<file path="src/rtl/lcdf_pkg.sv">
package lcdf_pkg;
  typedef enum logic [1:0] {
    K_INDEX = 2'd0,
    K_DATA  = 2'd1,
    K_REGWR = 2'd2,
    K_BURST = 2'd3
  } req_kind_t;

  typedef enum logic [2:0] {
    S_IDLE, S_SETUP, S_SHIFT, S_PXWAIT, S_HOLD, S_GAP
  } seq_state_t;

  localparam logic [7:0] PFX_INDEX = 8'h70;
  localparam logic [7:0] PFX_DATA  = 8'h72;
endpackage

</file>
<file path="src/rtl/lcdf_tick.sv">
module lcdf_tick #(
  parameter int DIV_W = 8
) (
  input  logic             clk,
  input  logic             rst,
  input  logic             run,
  input  logic [DIV_W-1:0] half,
  output logic             tick
);
  logic [DIV_W-1:0] cnt;
  logic [DIV_W-1:0] lim;

  // a half-period of zero behaves as one system clock
  always_comb lim = (half == '0) ? '0 : half - DIV_W'(1);

  always_ff @(posedge clk) begin
    if (rst || !run) begin
      cnt  <= '0;
      tick <= 1'b0;
    end else if (cnt >= lim) begin
      cnt  <= '0;
      tick <= 1'b1;
    end else begin
      cnt  <= cnt + DIV_W'(1);
      tick <= 1'b0;
    end
  end
endmodule

</file>
<file path="src/rtl/lcdf_shift.sv">
module lcdf_shift #(
  parameter int WORD_W = 16,
  localparam int BC_W  = $clog2(WORD_W + 1)
) (
  input  logic              clk,
  input  logic              rst,
  input  logic              tick,
  input  logic              load,
  input  logic [WORD_W-1:0] word,   // left aligned
  input  logic [BC_W-1:0]   nbits,
  output logic              sck,
  output logic              mosi,
  output logic              idle,
  output logic              fin
);
  logic [WORD_W-1:0] sr;
  logic [BC_W-1:0]   left;
  logic              act;
  logic              ph;    // 0: next tick drops sck, 1: next tick raises it

  always_ff @(posedge clk) begin
    if (rst) begin
      sr   <= '0;
      left <= '0;
      act  <= 1'b0;
      ph   <= 1'b0;
      sck  <= 1'b1;
      mosi <= 1'b0;
      fin  <= 1'b0;
    end else begin
      fin <= 1'b0;
      if (load && !act) begin
        sr   <= word;
        left <= nbits;
        act  <= 1'b1;
        ph   <= 1'b0;
      end else if (act && tick) begin
        if (!ph) begin
          sck  <= 1'b0;
          mosi <= sr[WORD_W-1];
          sr   <= {sr[WORD_W-2:0], 1'b0};
          ph   <= 1'b1;
        end else begin
          sck  <= 1'b1;
          ph   <= 1'b0;
          left <= left - BC_W'(1);
          if (left == BC_W'(1)) begin
            act <= 1'b0;
            fin <= 1'b1;
          end
        end
      end
    end
  end

  assign idle = !act;
endmodule

</file>
<file path="src/rtl/spi_lcd_framer.sv">
module spi_lcd_framer
  import lcdf_pkg::*;
#(
  parameter int DIV_W = 8,
  parameter int ARG_W = 16
) (
  input  logic             clk,
  input  logic             rst,
  input  logic             req_valid,
  output logic             req_ready,
  input  logic [1:0]       req_kind,
  input  logic [ARG_W-1:0] req_arg,
  input  logic [DIV_W-1:0] half_per,
  input  logic             px_valid,
  output logic             px_ready,
  input  logic [15:0]      px_data,
  output logic             sck,
  output logic             mosi,
  output logic             cs_n,
  output logic             busy,
  output logic             done
);
  localparam int WORD_W = 16;
  localparam int BC_W   = $clog2(WORD_W + 1);

  seq_state_t       st;
  req_kind_t        kind_q;
  logic [ARG_W-1:0] arg_q;
  logic [ARG_W-1:0] left_q;
  logic [DIV_W-1:0] half_q;
  logic             pend_q, gap_q, cs_q, busy_q, done_q;

  logic              tick, sh_load, sh_idle, sh_fin;
  logic [WORD_W-1:0] sh_word;
  logic [BC_W-1:0]   sh_bits;

  lcdf_tick #(.DIV_W(DIV_W)) u_tick (
    .clk(clk), .rst(rst), .run(st != S_IDLE), .half(half_q), .tick(tick)
  );

  lcdf_shift #(.WORD_W(WORD_W)) u_shift (
    .clk(clk), .rst(rst), .tick(tick), .load(sh_load), .word(sh_word),
    .nbits(sh_bits), .sck(sck), .mosi(mosi), .idle(sh_idle), .fin(sh_fin)
  );

  // frame selection: the marker byte depends on kind and frame position
  always_comb begin
    sh_word = '0;
    sh_bits = BC_W'(WORD_W);
    if (st == S_PXWAIT) begin
      sh_word = px_data;
    end else begin
      case (kind_q)
        K_INDEX: sh_word = {PFX_INDEX, arg_q[7:0]};
        K_DATA:  sh_word = {PFX_DATA, arg_q[7:0]};
        K_REGWR: sh_word = pend_q ? {PFX_INDEX, arg_q[15:8]} : {PFX_DATA, arg_q[7:0]};
        default: begin
          sh_word = {PFX_DATA, 8'h00};
          sh_bits = BC_W'(8);
        end
      endcase
    end
  end

  assign sh_load   = ((st == S_SETUP) && tick) || ((st == S_PXWAIT) && px_valid && sh_idle);
  assign req_ready = (st == S_IDLE);
  assign px_ready  = (st == S_PXWAIT) && sh_idle;

  always_ff @(posedge clk) begin
    if (rst) begin
      st     <= S_IDLE;
      kind_q <= K_INDEX;
      arg_q  <= '0;
      left_q <= '0;
      half_q <= '0;
      pend_q <= 1'b0;
      gap_q  <= 1'b0;
      cs_q   <= 1'b1;
      busy_q <= 1'b0;
      done_q <= 1'b0;
    end else begin
      done_q <= 1'b0;
      case (st)
        S_IDLE: if (req_valid) begin
          kind_q <= req_kind_t'(req_kind);
          arg_q  <= req_arg;
          half_q <= half_per;
          pend_q <= (req_kind_t'(req_kind) == K_REGWR);
          left_q <= (req_kind_t'(req_kind) == K_BURST) ? req_arg : '0;
          cs_q   <= 1'b0;
          busy_q <= 1'b1;
          st     <= S_SETUP;
        end
        S_SETUP: if (tick) st <= S_SHIFT;
        S_SHIFT: if (sh_fin) begin
          st <= ((kind_q == K_BURST) && (left_q != '0)) ? S_PXWAIT : S_HOLD;
        end
        S_PXWAIT: if (px_valid && sh_idle) begin
          left_q <= left_q - ARG_W'(1);
          st     <= S_SHIFT;
        end
        S_HOLD: if (tick) begin
          cs_q  <= 1'b1;
          gap_q <= 1'b0;
          st    <= S_GAP;
        end
        S_GAP: if (tick) begin
          if (!gap_q) begin
            gap_q <= 1'b1;
          end else if (pend_q) begin
            pend_q <= 1'b0;
            cs_q   <= 1'b0;
            st     <= S_SETUP;
          end else begin
            busy_q <= 1'b0;
            done_q <= 1'b1;
            st     <= S_IDLE;
          end
        end
        default: st <= S_IDLE;
      endcase
    end
  end

  assign cs_n = cs_q;
  assign busy = busy_q;
  assign done = done_q;
endmodule

</file>
<file path="config.mk">
export PLATFORM = sky130hd
export DESIGN_NAME = spi_lcd_framer
export DESIGN_NICKNAME = d
export VERILOG_FILES = /design/src/rtl/lcdf_pkg.sv /design/src/rtl/lcdf_tick.sv /design/src/rtl/lcdf_shift.sv /design/src/rtl/spi_lcd_framer.sv
export SDC_FILE = /design/constraint.sdc
export NUM_CORES = 1
export LEC_CHECK = 0
export BUFFER_PORTS_ARGS = -buffer_cell sky130_fd_sc_hd__buf_2
export CORE_MARGIN = 4
export CORE_UTILIZATION = 40
export CTS_CLUSTER_SIZE = 10
export DETAILED_ROUTE_END_ITERATION = 7
export HOLD_SLACK_MARGIN = 0.06
export MAX_ROUTING_LAYER = met4
export SLEW_MARGIN = 20
export SYNTH_ARGS = -nofsm -noshare
export SYNTH_HDL_FRONTEND = slang
export SYNTH_SLANG_ARGS = --single-unit
export TNS_END_PERCENT = 10
</file>
<file path="constraint.sdc">
create_clock -name clk -period 2.7 [get_ports clk]
set_clock_uncertainty 0.15 [all_clocks]
set_input_delay 0.81 -clock clk [delete_from_list [all_inputs] [get_ports clk]]
set_output_delay 0.81 -clock clk [all_outputs]
set_load 0.005 [all_outputs]
</file>
---- After elaboration in Yosys (flattened, before gate mapping) ----
Index checks and enable logic that the tools add are counted.
storage, ports and cells
  register bits ........................... 85
  bits in latches ......................... 0
  bits in writable memories ............... 0
  memory bits (read-only) ................. 0
  input port bits ......................... 46
  output and inout bits ................... 7
  memories ................................ 0
cells by class
  add/subtract/negate cells ............... 4
  multipliers ............................. 0
  div/mod/pow operators ................... 0
  $lt $le $gt $ge ......................... 1
  equality and inequality tests ........... 21
  shift operators ......................... 0
  mux-type cells .......................... 52
  bitwise operators ....................... 6
  reduce and logical (&&, ||, !) cells .... 41
operators with widths
  operator               number
  $mux 16                7
  $pmux 16 s2            1
  $pmux 10 s3            1
  $mux 5                 5
  $mux 3                 8
  $mux 1                 23
  $pmux 3 s6             1
  $reduce_bool 16->1     1
  $sub 16x1->16 const B  1
  $reduce_and 3->1       4
  $reduce_bool 2->1      6
  $mux 10                1
  $ne 2x1->1 const B     5
  $ne 2x2->1 const B     5
  $add 8x1->8 const B    1
  $eq 2x2->1 const B     4
  $ge 8x8->1             1
  $logic_and 1x1->1      8
  $logic_not 8->1        1
  $mux 8                 1
  $reduce_and 2->1       4
  $reduce_or 4->1        2
  $sub 8x1->8 const B    1
  $reduce_and 7->1       1
  19 further kinds       32

---- Longest topological paths before layout ----
  word-level depth ........................ 7
  gate-level depth with buffers ........... 11

---- Modules after synthesis ----
From an unflattened synthesis, not the netlist that was laid out.
unflattened totals
  cell total of the unflattened synthesis .. 606
  area, all modules ....................... 4730.8 µm²
by module, submodules not included
  module          times used  cells an instance  area each (µm²)  sequential area each (µm²)
  spi_lcd_framer  1           378                2808.9           1001.0
  lcdf_shift      1           149                1218.7           520.5
  lcdf_tick       1           79                 703.2            180.2

---- Worst setup path after synthesis ----
No wires, ideal clock.
  path type ............................... register to register
  start ................................... reg half_q[2]
  end ..................................... reg u_tick.cnt[2]
  arrival time ............................ 2488 ps
  required time ........................... 2483 ps
  setup slack ............................. -6 ps
  stages on the path, launching flop included .. 11
  buffers on the path ..................... 0
  cell sequence ........................... dfxtp_1 -> nor4_1 -> nand2_1 -> or3_1 -> and2_1 -> ha_1 -> nand2b_1 -> a211o_1 -> a21oi_1 -> o211ai_1 -> nor2_1
on the way
  longest elaborated chain between the ends .. 4
RTL lines
  item                                            line                  text
  from (decl)                                     spi_lcd_framer.sv:30  logic [DIV_W-1:0] half_q;
  from (signal assigned)                          spi_lcd_framer.sv:87  half_q <= half_per;
  $sub 8x1->8 or $logic_not 8->1 (tied branches)  lcdf_tick.sv:14       always_comb lim = (half == '0) ? '0 : half - DIV_W'(1);
  $mux 8 (*)                                      lcdf_tick.sv:14
  $ge 8x8->1 (*)                                  lcdf_tick.sv:20       end else if (cnt >= lim) begin
  $reduce_or 2->1 (no source line) (*)            --
  to (signal assigned)                            lcdf_tick.sv:24       cnt <= cnt + DIV_W'(1);
  to (decl)                                       lcdf_tick.sv:10       logic [DIV_W-1:0] cnt;
Mark *: on every way between the ends. The rest lies on a longest branch, timed or not.
A chain may end at the register's enable or synchronous reset.

---- Final worst setup path ----
  start ................................... reg half_q[4]
  end ..................................... reg u_tick.cnt[2]
Same word-level chain as after synthesis.

==> impl_metrics.env <==
export IMPL_nets=653
export IMPL_start_util_pct=41.52
export IMPL_ys_async_sr_fraction_pct=0
export IMPL_synth_simple_gate_area_share_pct=24.48
export IMPL_power_share_sequential_pct=37.8
export IMPL_grt_first_pass_wirelength_um=19070
export IMPL_num_rows=37
export IMPL_max_cap_viol_count=0
export IMPL_place_hpwl_um=8261
export IMPL_clockBufferDepth=2
export IMPL_peakVddDrop_mv=0.5080
export IMPL_final_cell_mix="nand2_1 (95), dfxtp_1 (84), a21oi_1 (63)"
export IMPL_yosysWarningCount=0
export IMPL_maxSlewHeadroom_pct=57.63
export IMPL_htreeDepth=3
export IMPL_drt_iter0_markers=249
export IMPL_drtAntennaViolNets=0
export IMPL_yosys_most_used_dff="dfxtp_1"
export IMPL_critPathLaunchType="register"
export IMPL_antenna_found_initial=0
export IMPL_wl_per_cell_um=15.40
export IMPL_hold_viol=0
export IMPL_cts_inserted_buffers=9
export IMPL_synth_area_per_cell_um2=8.090
export IMPL_synth_seq_area_share_pct=39.17
export IMPL_worst_slew_pin_slew_ns=0.6354
export IMPL_insertion_delay_ns=0.36
export IMPL_min_period_over_period_pct=98.38
export IMPL_setup_viol=0
export IMPL_cp_required_ns=2.85
export IMPL_place_gp_congestion=0.8940
export IMPL_syn_area_um2=4344
export IMPL_gr_usage_all_layers_pct=18.64
export IMPL_combPwrFrac_pct=40.5
export IMPL_dp_cells=715
export IMPL_cts_tree="built"
export IMPL_outcome="completed"
export IMPL_overflow=0
export IMPL_post_synth_fa_ha_maj_area_fraction_pct=3.744
export IMPL_core_um2=10460
export IMPL_dieWidth_um=112.2
export IMPL_min_period_ns=2.656
export IMPL_grt_pass1_vias=3913
export IMPL_fillers=1082
export IMPL_hold_buffers=0
export IMPL_crit_fanout=5
export IMPL_grt_max_degree=45
export IMPL_p_sw_share_pct=37.44
export IMPL_path_clk_slew_ns=0.09
export IMPL_io_pins=53
export IMPL_hold_path_class="register to register"
export IMPL_syn_inst=537
export IMPL_drt_wl_total_um=11320
export IMPL_area_delta_synth_final_pct=16.39
export IMPL_die_area_um2=12590
export IMPL_final_common_cell="nand2_1"
export IMPL_p_leak_uw=0.001911
export IMPL_path_class="register to register"
export IMPL_port_buffer_count=52
export IMPL_fmax_ghz=0.3765
export IMPL_synth_edf_count=0
export IMPL_rsz0062_at_grt="yes"
export IMPL_slew_viol_final=0
export IMPL_antenna_cells=0
export IMPL_final_util_pct=48.33
export IMPL_power_density_nw_per_um2=825.5
export IMPL_pwr_share_clk_pct=21.7
export IMPL_power_internal_uw=2611
export IMPL_synth_distinct_cells=62
export IMPL_instances_no_fill=735
export IMPL_first_pass_iters=4
export IMPL_cts_root_buf="clkbuf_8"
export IMPL_power_switching_uw=1563
export IMPL_synth_compound_area_share_pct=23.96
export IMPL_drc=0
export IMPL_arrival_ns=2.81
export IMPL_synth_top_family_by_area="simple AND/OR/NAND/NOR gates"
export IMPL_ys_ff_latch=85
export IMPL_setup_ws_ns=0.04370
export IMPL_synthXorXnorAreaFrac_pct=3.427
export IMPL_layout_drive_gt1_share_pct=19.87
export IMPL_syn_nets=596
export IMPL_vias_per_cell=5.588
export IMPL_cts_sinks=85
export IMPL_vias=4107
export IMPL_die_y_um=112.2
export IMPL_dp_slack_ns=-0.09817
export IMPL_synthMuxAreaShare_pct=0.2304
export IMPL_fin_setup_tns_ns=0
export IMPL_worstSetupEndpointType="register"
==> layer usage <==
layer | GRT usage (%) | vias to the layer above | part of all wire (%)
met5 | - | - | 0
met4 | 5.929 | 0 | 2.1
met3 | 4.367 | 21 | 5.7
met2 | 27.65 | 122 | 44
met1 | 25.15 | 1909 | 48
li1 | - | 2055 | -
==> critical path, cell delays in order (launching register included) <==
cell and delay, ns:
dfxtp_2 0.34, nor4_4 0.29, nand2_1 0.10, or3_1 0.36
and2_1 0.15, ha_1 0.26, nand2b_4 0.13, a211o_1 0.26
a21oi_2 0.15, o211ai_1 0.12, buf_4 0.18, nor2_2 0.09
==> cell type report <==
cell class	instances	area, um^2	area share, %
clock inverter	4	47.55	0.9404
multi-input combinational	407	2486	49.17
inverter	13	48.80	0.9651
tap	136	170.2	3.365
timing repair buffer	78	455.4	9.008
clock buffer	12	145.1	2.871
sequential	85	1703	33.68
==> flip-flops by register name (all words and copies together) (netlist names) <==
signal	flops
u_tick.cnt	8
st	3
u_tick.tick	1
u_shift.sr	16
busy	1
kind_q	2
cs_n	1
u_shift.left	5
left_q	16
pend_q	1
done	1
u_shift.ph	1
u_shift.act	1
arg_q	16
u_shift.mosi	1
u_shift.fin	1
gap_q	1
u_shift.sck	1
half_q	8
==> power groups by stage <==
stage,Sequential [uW],Combinational [uW],Clock [uW]
after global placement,1590,1540,0
after global routing,1610,1900,980
after detailed placement,1600,1570,0
after floorplan,1560,1160,0
after CTS,1570,1600,932
final,1580,1690,905
==> synth_stat cells (3+ instances only) <==
| library cell | n | area share [%] |
|---|---|---|
| a211oi_1 | 3 | 0.52 |
| a21o_1 | 3 | 0.52 |
| a21oi_1 | 65 | 7.5 |
| a221o_1 | 8 | 1.8 |
| a221oi_1 | 4 | 0.81 |
| a22oi_1 | 11 | 1.9 |
| a31oi_1 | 6 | 0.86 |
| a32oi_1 | 6 | 1.2 |
| and2_1 | 3 | 0.43 |
| and3_1 | 5 | 0.72 |
| buf_2 | 5 | 0.58 |
| clkbuf_1 | 21 | 1.8 |
| clkbuf_8 | 3 | 0.95 |
| dfxtp_1 | 85 | 39 |
| ha_1 | 13 | 3.7 |
| inv_1 | 13 | 1.1 |
| nand2_1 | 95 | 8.2 |
| nand2b_1 | 6 | 0.86 |
| nand3_1 | 11 | 1.3 |
| nand4_1 | 4 | 0.58 |
| nor2_1 | 36 | 3.1 |
| nor2b_1 | 4 | 0.58 |
| nor3_1 | 20 | 2.3 |
| nor3b_1 | 4 | 0.69 |
| nor4_1 | 6 | 0.86 |
| o211ai_1 | 15 | 2.6 |
| o21ai_0 | 19 | 2.2 |
| or2_2 | 3 | 0.43 |
| or3_1 | 3 | 0.43 |
| xnor2_1 | 9 | 1.8 |
| xor2_1 | 8 | 1.6 |
==> stage by stage <==
stage	hold slack, ns	instance area (um^2)	total power (uW)
6_report	0.3067	5056	4174
5_1_grt	0.3247	5056	4484
4_1_cts	0.3026	4991	4099
3_5_place_dp	0.2949	4777	3167
3_3_place_gp	0.2901	4777	3137
2_1_floorplan	0.2758	4344	2717
==> path summary, 6_finish.rpt <==
kind | start | to | slack [ns] | depth (start not counted)
setup / recovery | half_q[4]$_SDFFE_PP0P_ | u_tick.cnt[2]$_SDFF_PP0_ | 0.04 | 11
hold / removal | u_shift.sr[7]$_SDFFE_PP0P_ | u_shift.sr[8]$_SDFFE_PP0P_ | 0.31 | 2
setup reg to reg | half_q[4]$_SDFFE_PP0P_ | u_tick.cnt[2]$_SDFF_PP0_ | 0.04 | 11
hold reg to reg | u_shift.sr[7]$_SDFFE_PP0P_ | u_shift.sr[8]$_SDFFE_PP0P_ | 0.31 | 2
==> cell families (layout without fill, tap and decap cells) <==
logic type / Yosys count / after routing
XOR/XNOR: 17 / 17
adder cells (fa/ha/maj): 13 / 13
AO/OA/AOI/OAI: 160 / 160
flip-flops: 85 / 85
multiplexers: 1 / 1
AND/OR/NAND/NOR: 216 / 216
buffers and inverters: 45 / 107
==> repair_timing <==
| item | 4_1_cts | 5_1_grt |
|---|---|---|
| pin swaps | 1 | 11 |
| hold endpoints to repair | 0 | 0 |
| buffers inserted | 2 | 2 |
| gates resized for setup | 1 | 11 |
| endpoints found under the setup margin | 8 | 9 |
No activity file was read; power rests on OpenSTA's default activity.
